==> src/rtl/pwr_latch_pkg.sv <==
// Shared types for the supply latch controller.
// Assumes: included first in compile order.
package pwr_latch_pkg;

    typedef enum logic [2:0] {
        ST_OFF       = 3'd0,
        ST_RUN       = 3'd1,
        ST_IGN_RUN   = 3'd2,
        ST_EMERG_RUN = 3'd3,
        ST_DOWN_WAIT = 3'd4
    } pwr_state_e;

    localparam int SRC_EMERG = 0;
    localparam int SRC_KEY   = 1;
    localparam int N_EDGE    = 2;

endpackage

==> src/rtl/pwr_edge_det.sv <==
// Rising-edge detector for a vector of synchronous levels.
// Assumes: inputs are already synchronous and debounced; after reset the
// previous value is 0, so a level that is high out of reset reads as a rise.
module pwr_edge_det #(
    parameter int WIDTH = 2
) (
    input  logic             clk,
    input  logic             rst_n,
    input  logic [WIDTH-1:0] lvl,
    output logic [WIDTH-1:0] rise
);

    for (genvar g = 0; g < WIDTH; g++) begin : g_bit
        logic prev_q;

        // remember the last sampled level of this bit
        always_ff @(posedge clk) begin
            if (!rst_n) prev_q <= 1'b0;
            else        prev_q <= lvl[g];
        end

        assign rise[g] = lvl[g] & ~prev_q;
    end

endmodule

==> src/rtl/pwr_ign_hyst.sv <==
// Ignition hysteresis latch built from two comparator outputs.
// Assumes: both comparators high together is invalid; the latch then keeps
// its value.
module pwr_ign_hyst (
    input  logic clk,
    input  logic rst_n,
    input  logic above_hi,
    input  logic below_lo,
    output logic lvl_next,
    output logic lvl_q
);

    // decide the next latch value from the two thresholds
    always_comb begin
        if (above_hi && !below_lo)      lvl_next = 1'b1;
        else if (below_lo && !above_hi) lvl_next = 1'b0;
        else                            lvl_next = lvl_q;
    end

    // store the latch
    always_ff @(posedge clk) begin
        if (!rst_n) lvl_q <= 1'b0;
        else        lvl_q <= lvl_next;
    end

    AST_IGN_BAND_HOLDS: assert property (@(posedge clk) disable iff (!rst_n)
        (!above_hi && !below_lo) |=> $stable(lvl_q));

endmodule

==> src/rtl/pwr_shutdown_timer.sv <==
// Down-counter for the delayed key shutdown.
// Assumes: load comes as a single pulse on the edge where the wait begins;
// run stays high for the whole wait. expired goes high in the last wait cycle.
module pwr_shutdown_timer #(
    parameter int DELAY = 1000
) (
    input  logic clk,
    input  logic rst_n,
    input  logic load,
    input  logic run,
    output logic expired
);

    localparam int CW = (DELAY > 1) ? $clog2(DELAY) : 1;
    localparam logic [CW-1:0] START = CW'(DELAY - 1);

    logic [CW-1:0] cnt_q;

    // load on entry to the wait, then count down to zero
    always_ff @(posedge clk) begin
        if (!rst_n)                       cnt_q <= '0;
        else if (load)                    cnt_q <= START;
        else if (run && cnt_q != '0)      cnt_q <= cnt_q - 1'b1;
    end

    assign expired = run && (cnt_q == '0);

    AST_TIMER_STEPS_DOWN: assert property (@(posedge clk) disable iff (!rst_n)
        (run && !load && cnt_q != '0) |=> (cnt_q == $past(cnt_q) - 1'b1));

    AST_TIMER_NO_RELOAD: assert property (@(posedge clk) disable iff (!rst_n)
        run |-> !load);

endmodule

==> src/rtl/pwr_latch_ctrl.sv <==
// Multi-source supply latch controller.
// Holds the supply on for software, ORs in the emergency, key and ignition
// paths, and records which source woke the unit.
// Assumes: synchronous debounced inputs; key_press_evt, emerg_done and
// flag_clr are one-cycle pulses.
module pwr_latch_ctrl
    import pwr_latch_pkg::*;
#(
    parameter int SHUTDOWN_CYCLES = 1000
) (
    input  logic clk,
    input  logic rst_n,
    input  logic emerg_in,
    input  logic key_in,
    input  logic ign_above_hi,
    input  logic ign_below_lo,
    input  logic key_press_evt,
    input  logic emerg_done,
    input  logic flag_clr,
    output logic supply_en,
    output logic hold_on,
    output logic wake_emerg,
    output logic wake_key,
    output logic wake_ign
);

    pwr_state_e          state_q, state_d;
    logic [N_EDGE-1:0]   rise;
    logic                ign_next, ign_q, ign_rise;
    logic                timer_load, timer_run, timer_done;
    logic                off_now;
    logic                set_emerg, set_key, set_ign;

    pwr_edge_det #(.WIDTH(N_EDGE)) i_edge (
        .clk  (clk),
        .rst_n(rst_n),
        .lvl  ({key_in, emerg_in}),
        .rise (rise)
    );

    pwr_ign_hyst i_ign (
        .clk     (clk),
        .rst_n   (rst_n),
        .above_hi(ign_above_hi),
        .below_lo(ign_below_lo),
        .lvl_next(ign_next),
        .lvl_q   (ign_q)
    );

    pwr_shutdown_timer #(.DELAY(SHUTDOWN_CYCLES)) i_timer (
        .clk    (clk),
        .rst_n  (rst_n),
        .load   (timer_load),
        .run    (timer_run),
        .expired(timer_done)
    );

    assign ign_rise  = ign_next & ~ign_q;
    assign off_now   = (state_q == ST_OFF);
    assign timer_run = (state_q == ST_DOWN_WAIT);

    // hold state machine: wake from off, keep running, delayed key shutdown
    always_comb begin
        state_d    = state_q;
        timer_load = 1'b0;
        case (state_q)
            ST_OFF: begin
                if (rise[SRC_EMERG])    state_d = ST_EMERG_RUN;
                else if (rise[SRC_KEY]) state_d = ST_RUN;
                else if (ign_rise)      state_d = ST_IGN_RUN;
            end
            ST_RUN, ST_IGN_RUN, ST_EMERG_RUN: begin
                if (key_press_evt) begin
                    state_d    = ST_DOWN_WAIT;
                    timer_load = 1'b1;
                end else if (state_q == ST_EMERG_RUN && emerg_done) begin
                    state_d = ST_OFF;
                end else if (state_q == ST_IGN_RUN && !ign_next) begin
                    state_d = ST_OFF;
                end
            end
            ST_DOWN_WAIT: begin
                if (timer_done) state_d = ST_OFF;
            end
            default: state_d = ST_OFF;
        endcase
    end

    // state register and the registered supply enable
    always_ff @(posedge clk) begin
        if (!rst_n) begin
            state_q   <= ST_OFF;
            supply_en <= 1'b0;
        end else begin
            state_q   <= state_d;
            supply_en <= (state_d != ST_OFF) | emerg_in | key_in | ign_next;
        end
    end

    assign set_emerg = off_now & rise[SRC_EMERG];
    assign set_key   = off_now & rise[SRC_KEY];
    assign set_ign   = off_now & ign_rise;

    // sticky wake-cause flags; a set wins over a clear on the same edge
    always_ff @(posedge clk) begin
        if (!rst_n) begin
            wake_emerg <= 1'b0;
            wake_key   <= 1'b0;
            wake_ign   <= 1'b0;
        end else begin
            wake_emerg <= set_emerg | (wake_emerg & ~flag_clr);
            wake_key   <= set_key   | (wake_key   & ~flag_clr);
            wake_ign   <= set_ign   | (wake_ign   & ~flag_clr);
        end
    end

    assign hold_on = (state_q != ST_OFF);

    AST_HOLD_KEEPS_SUPPLY: assert property (@(posedge clk) disable iff (!rst_n)
        hold_on |-> supply_en);

    AST_EMERG_WAKES: assert property (@(posedge clk) disable iff (!rst_n)
        (off_now && rise[SRC_EMERG]) |=> (hold_on && wake_emerg));

    AST_EMERG_DONE_DROPS: assert property (@(posedge clk) disable iff (!rst_n)
        (state_q == ST_EMERG_RUN && emerg_done && !key_press_evt) |=> !hold_on);

    AST_KEY_WAKES: assert property (@(posedge clk) disable iff (!rst_n)
        (off_now && rise[SRC_KEY]) |=> (hold_on && wake_key));

    AST_FLAG_STICKY: assert property (@(posedge clk) disable iff (!rst_n)
        (wake_key && !flag_clr) |=> wake_key);

endmodule

==> config.mk <==
export PLATFORM = sky130hd
export DESIGN_NAME = pwr_latch_ctrl
export DESIGN_NICKNAME = d
export VERILOG_FILES = /design/src/rtl/pwr_latch_pkg.sv /design/src/rtl/pwr_edge_det.sv /design/src/rtl/pwr_ign_hyst.sv /design/src/rtl/pwr_shutdown_timer.sv /design/src/rtl/pwr_latch_ctrl.sv
export SDC_FILE = /design/constraint.sdc
export NUM_CORES = 1
export LEC_CHECK = 0
export BUFFER_PORTS_ARGS = -buffer_cell sky130_fd_sc_hd__buf_2
export CAP_MARGIN = 40
export CORE_ASPECT_RATIO = 1.2
export CORE_MARGIN = 2
export CORE_UTILIZATION = 53
export DETAILED_ROUTE_END_ITERATION = 16
export MAX_ROUTING_LAYER = met4
export PLACE_DENSITY_LB_ADDON = 0.3
export SLEW_MARGIN = 20
export SYNTH_ARGS = -nofsm -noshare
export SYNTH_HDL_FRONTEND = slang
export SYNTH_SLANG_ARGS = --single-unit
==> constraint.sdc <==
create_clock -name clk -period 2.58 [get_ports clk]
set_input_delay 0.774 -clock clk [delete_from_list [all_inputs] [get_ports clk]]
set_output_delay 0.774 -clock clk [all_outputs]
set_load 0.02 [all_outputs]
After elaboration in Yosys (flattened, before gate mapping)
Index checks and enable logic that the tools add are counted.
- multiplexer cells: 14
- bitwise gates (word level): 20
- add/sub/neg operators: 1
- reduce and logical (&&, ||, !) cells: 17
- eq/ne operators: 4
- operator list (kind ; count):
    2-to-1 mux 3 bit ; 7
    2-to-1 mux 10 bit ; 2
    logical NOT 10 bit ; 1
    nonzero test 10 bit ; 1
    subtractor 10 x 1 -> 10 bit (second input constant) ; 1
    AND 1 bit ; 9
    case mux 3 bit (3 select lines) ; 1
    equality test 3 x 2 -> 1 bit (second input constant) ; 2
    logical AND 1 bit ; 6
    bitwise OR 1 bit ; 6
    nonzero test 3 bit ; 2
    inverter 1 bit ; 5
    2-to-1 mux 1 bit ; 4
    equality test 3 x 1 -> 1 bit (second input constant) ; 1
    equality test 3 bit (second input constant) ; 1
    logical NOT 1 bit ; 3
    logical NOT 3 bit ; 1
    OR reduction 3 bit ; 1
    nonzero test 2 bit ; 1
    OR reduction 2 bit ; 1
- input port bits: 9
- word-level logic and storage cells: 66
- bits in registers: 20

Longest topological paths before layout
- word-level depth: 14
- mapped depth: 6
- gate-level depth less buffers: 6

Modules after synthesis
A second synthesis with hierarchy kept.
- cells, all modules: 109
- area total of the unflattened synthesis: 1064.8 um2
- modules (own cells, without submodules) (module ; sequential area each (um2) ; instances ; cells each ; area each (um2)):
    pwr_shutdown_timer ; 200.2 ; 1 ; 61 ; 606.8
    pwr_latch_ctrl ; 140.1 ; 1 ; 37 ; 335.3
    pwr_edge_det ; 40.0 ; 1 ; 6 ; 80.1
    pwr_ign_hyst ; 20.0 ; 1 ; 5 ; 42.5

Worst setup path after synthesis
Ideal clock, no wire load.
- path type: input port to flip-flop
- start: in key_press_evt
- end: reg i_timer.cnt_q[2]
- data required time: 2489 ps
- buffers on the path: 1
- slack: 829 ps
- data arrival time: 1660 ps
- stages: 4
- cells stage by stage: nor3b_1 > clkbuf_1 > a211oi_1 > a311oi_1
- cells in the longest elaborated chain, start to end: 3
- RTL lines (item ; RTL line ; source):
    from (decl) ; pwr_latch_ctrl.sv:17 ; input logic key_press_evt,
    2-to-1 mux 1 bit * ; pwr_latch_ctrl.sv:73 ; if (key_press_evt) begin
    2-to-1 mux 1 bit * ; pwr_latch_ctrl.sv:66 ; case (state_q)
    2-to-1 mux 10 bit / nonzero test 2 bit (equally long branches) ; n/a ;
    to (signal assigned) ; pwr_shutdown_timer.sv:23 ; else if (run && cnt_q != '0) cnt_q <= cnt_q - 1'b1;
    to (decl) ; pwr_shutdown_timer.sv:17 ; logic [CW-1:0] cnt_q;
Every way passes the cells marked *; elsewhere a longest branch is shown, timed or not.
A chain may end at the register's enable or synchronous reset.

Worst setup path in the final report
- start: reg state_q[0]
- end: out hold_on
- cells in the longest elaborated chain, start to end: 1
- RTL lines (item ; RTL line ; source):
    from (decl) ; pwr_latch_ctrl.sv:27 ; pwr_state_e state_q, state_d;
    from (signal assigned) ; pwr_latch_ctrl.sv:95 ; state_q <= state_d;
    nonzero test 3 bit ; pwr_latch_ctrl.sv:117 ; assign hold_on = (state_q != ST_OFF);
    to (decl) ; pwr_latch_ctrl.sv:21 ; output logic hold_on,
No other way between the ends.

==> metrics.cfg <==
[run_status]
outcome=finished clean

[yosys]
ys.flop_type=dfxtp_1
synthArstFlopShare_pct=0
synth_largest_area_cell=dfxtp_1
syn-num-nets=122
yosys.cell_types.count=40
avgSynthCellArea_um2=9.05
synth_top_area_share_pct=39.9
synth_commonest_cells=dfxtp_1, nor2_1, inv_1
netlist_area_mm2=0.00100
synth.area.top_cells=dfxtp_1, nor2_1, nor4_4
syn_inst=111
ys_warn_count=0
synth-seq-cells=20
synth_seq_area_share_pct=39.9
post-synth-top-count-cell=dfxtp_1
synth_enable_flop_cells=0

[routing]
drc=0
drt-total-wl_um=1940
top_layer=met4
wl_met1_um=815
dr.pass1.iters=2
vias=879
ant_nets=0
first_iter_violations=3
dr_wl_met3_um=59
vias_per_cell=6.06
avgRoutedWirePerCell_um=13.4
wl_met2_um=1040

[sta]
hold_viol=0
slew_headroom_pct=68.4
setup_violations=0
fin_setup_tns_ps=0
clock.fmax_mhz=474
finalClockSkew_ps=10.8
post-route-min-period_ps=2110
worst_slew_pin_slew_ps=470
maxSlewViolCount=0
grt_setup_unrepaired=false
period_share_pct=81.7

[floorplanning]
rows=17
start_util_pct=55.6
die_y_um=51.7
chipWidth_um=43.7
die_area_mm2=0.00226
io_pins=14
core_area_mm2=0.00181

[setup_path]
endpoint_kind=output port
worstPathRequired_ps=1810
arrival_ps=1330
crit_slowest_cell=dfxtp_1
crit_chain=nor3_1 > inv_1 > buf_2
crit_fanout=6
startpoint_type=flop
critical-path-max-stage-delay_ps=370
path_class=reg2out

[flow_run]
drv_cap=0

[global_routing]
grt_use_total_pct=19.4
grt_max_degree=14
antenna_found_initial=0
overflow=0
grt_pass1_wl_um=3180
grt_pass1_vias=785

[final_layout]
diodes=0
final_util_pct=61.9
drive_above_1_share_pct=17.5
fill_cells=156
stdcell_area_mm2=0.00112
area_growth_pct=11.3
fin_nets=138

[power_and_ir_drop]
switching_share_pct=34.8
powerDensity_mw_per_mm2=748
combPwrFrac_pct=31.9
worst_ir_drop_vdd_mv=0.527
internal_power_uw=545
p_sw_uw=291
seq_power_share_pct=47.0
clockPowerShare_pct=21.1
p_total_uw=837
power.leakage_uw=0.000444

[place]
dp_hpwl_um=1510
place_area_mm2=0.00108
io_buffers=13
gp_congestion=0.827

[clock_tree]
clock-sinks=20
cts_inserted_buffers=3
cts_max_level=1
ctsResizeCount=0
cts.hold.buffers_added=0
cts_tree=done
postCtsSetupBuffers=0
cts_buffer_depth=2
insertion_delay_ps=290
clk_pin_slew_ps=120
clock-root-buffer=clkbuf_4

[min_path]
hp-class=reg2reg

-- worst max-delay path: cells and delay by family, from the launching register on --
| family | cells | cell delay [ps] |
|---|---|---|
| flops | 1 | 370 |
| simple gates | 1 | 350 |
| buf+inv | 2 | 320 |
-- cell families (layout without fill, tap and decap cells) --
family	Yosys count	after routing	synth area share (%)
AO/OA/AOI/OAI	32	32	25.0
adder cells (fa/ha/maj)	2	2	2.49
buffers and inverters	15	30	6.35
flip-flops	20	20	39.9
multiplexers	1	1	0.996
AND/OR/NAND/NOR	41	41	25.3
-- power by group through the flow --
| stage | Combinational (uW) | Sequential (uW) | Clock [uW] |
|---|---|---|---|
| 2_1_floorplan | 201 | 401 | 0 |
| 3_3_place_gp | 261 | 398 | 0 |
| 3_5_place_dp | 266 | 401 | 0 |
| 4_1_cts | 268 | 394 | 182 |
| 5_1_grt | 298 | 400 | 195 |
| 6_report | 267 | 394 | 176 |
-- metrics by stage --
step,setup WS [ps],cells,hold WS (ps)
2_1_floorplan,829,111,458
3_3_place_gp,741,141,465
4_1_cts,463,145,509
3_5_place_dp,674,141,481
6_report,471,145,496
5_1_grt,327,145,540
-- final timing paths --
| path | startpoint | endpoint | slack, ps | cells after the start |
|---|---|---|---|---|
| min | wake_emerg$_SDFF_PN0_ | wake_emerg$_SDFF_PN0_ | 500 | 2 |
| max | state_q[0]$_SDFF_PN0_ | hold_on | 470 | 3 |
| min reg2reg | wake_emerg$_SDFF_PN0_ | wake_emerg$_SDFF_PN0_ | 500 | 2 |
| max reg2reg | state_q[2]$_SDFF_PN0_ | i_timer.cnt_q[6]$_SDFFE_PN0P_ | 740 | 4 |
-- layout by cell type (no fill, tap or decap), types with 3 or more instances in the layout --
cell type,instances
dfxtp_1,20
nor2_1,13
buf_2,13
inv_1,11
a21oi_1,6
nand2_1,5
nor3_1,4
a211oi_1,4
nand2b_1,3
a311oi_1,3
clkbuf_4,3
-- routing by layer --
| layer | GRT usage [%] | up-vias |
|---|---|---|
| li1 | - | 443 |
| met1 | 20.9 | 423 |
| met2 | 34.6 | 11 |
| met3 | 3.47 | 2 |
| met4 | 7.58 | 0 |
| met5 | - | - |
-- state kept, by name (all words and copies together), names as in the netlist --
signal and count:
wake_emerg 1, i_timer.cnt_q 10, i_edge.g_bit.prev_q 2, supply_en 1, wake_ign 1, i_ign.lvl_q 1, state_q 3, wake_key 1
-- final cells by class --
class	count	area, um2	share of cell area [%]
Timing Repair Buffer	14	72.6	6.49
Multi-Input combinational cell	76	541	48.3
Tap cell	19	23.8	2.13
Clock buffer	4	36.3	3.24
Sequential cell	20	400	35.8
Inverter	12	45.0	4.03
(Power assumes the default switching activity.)
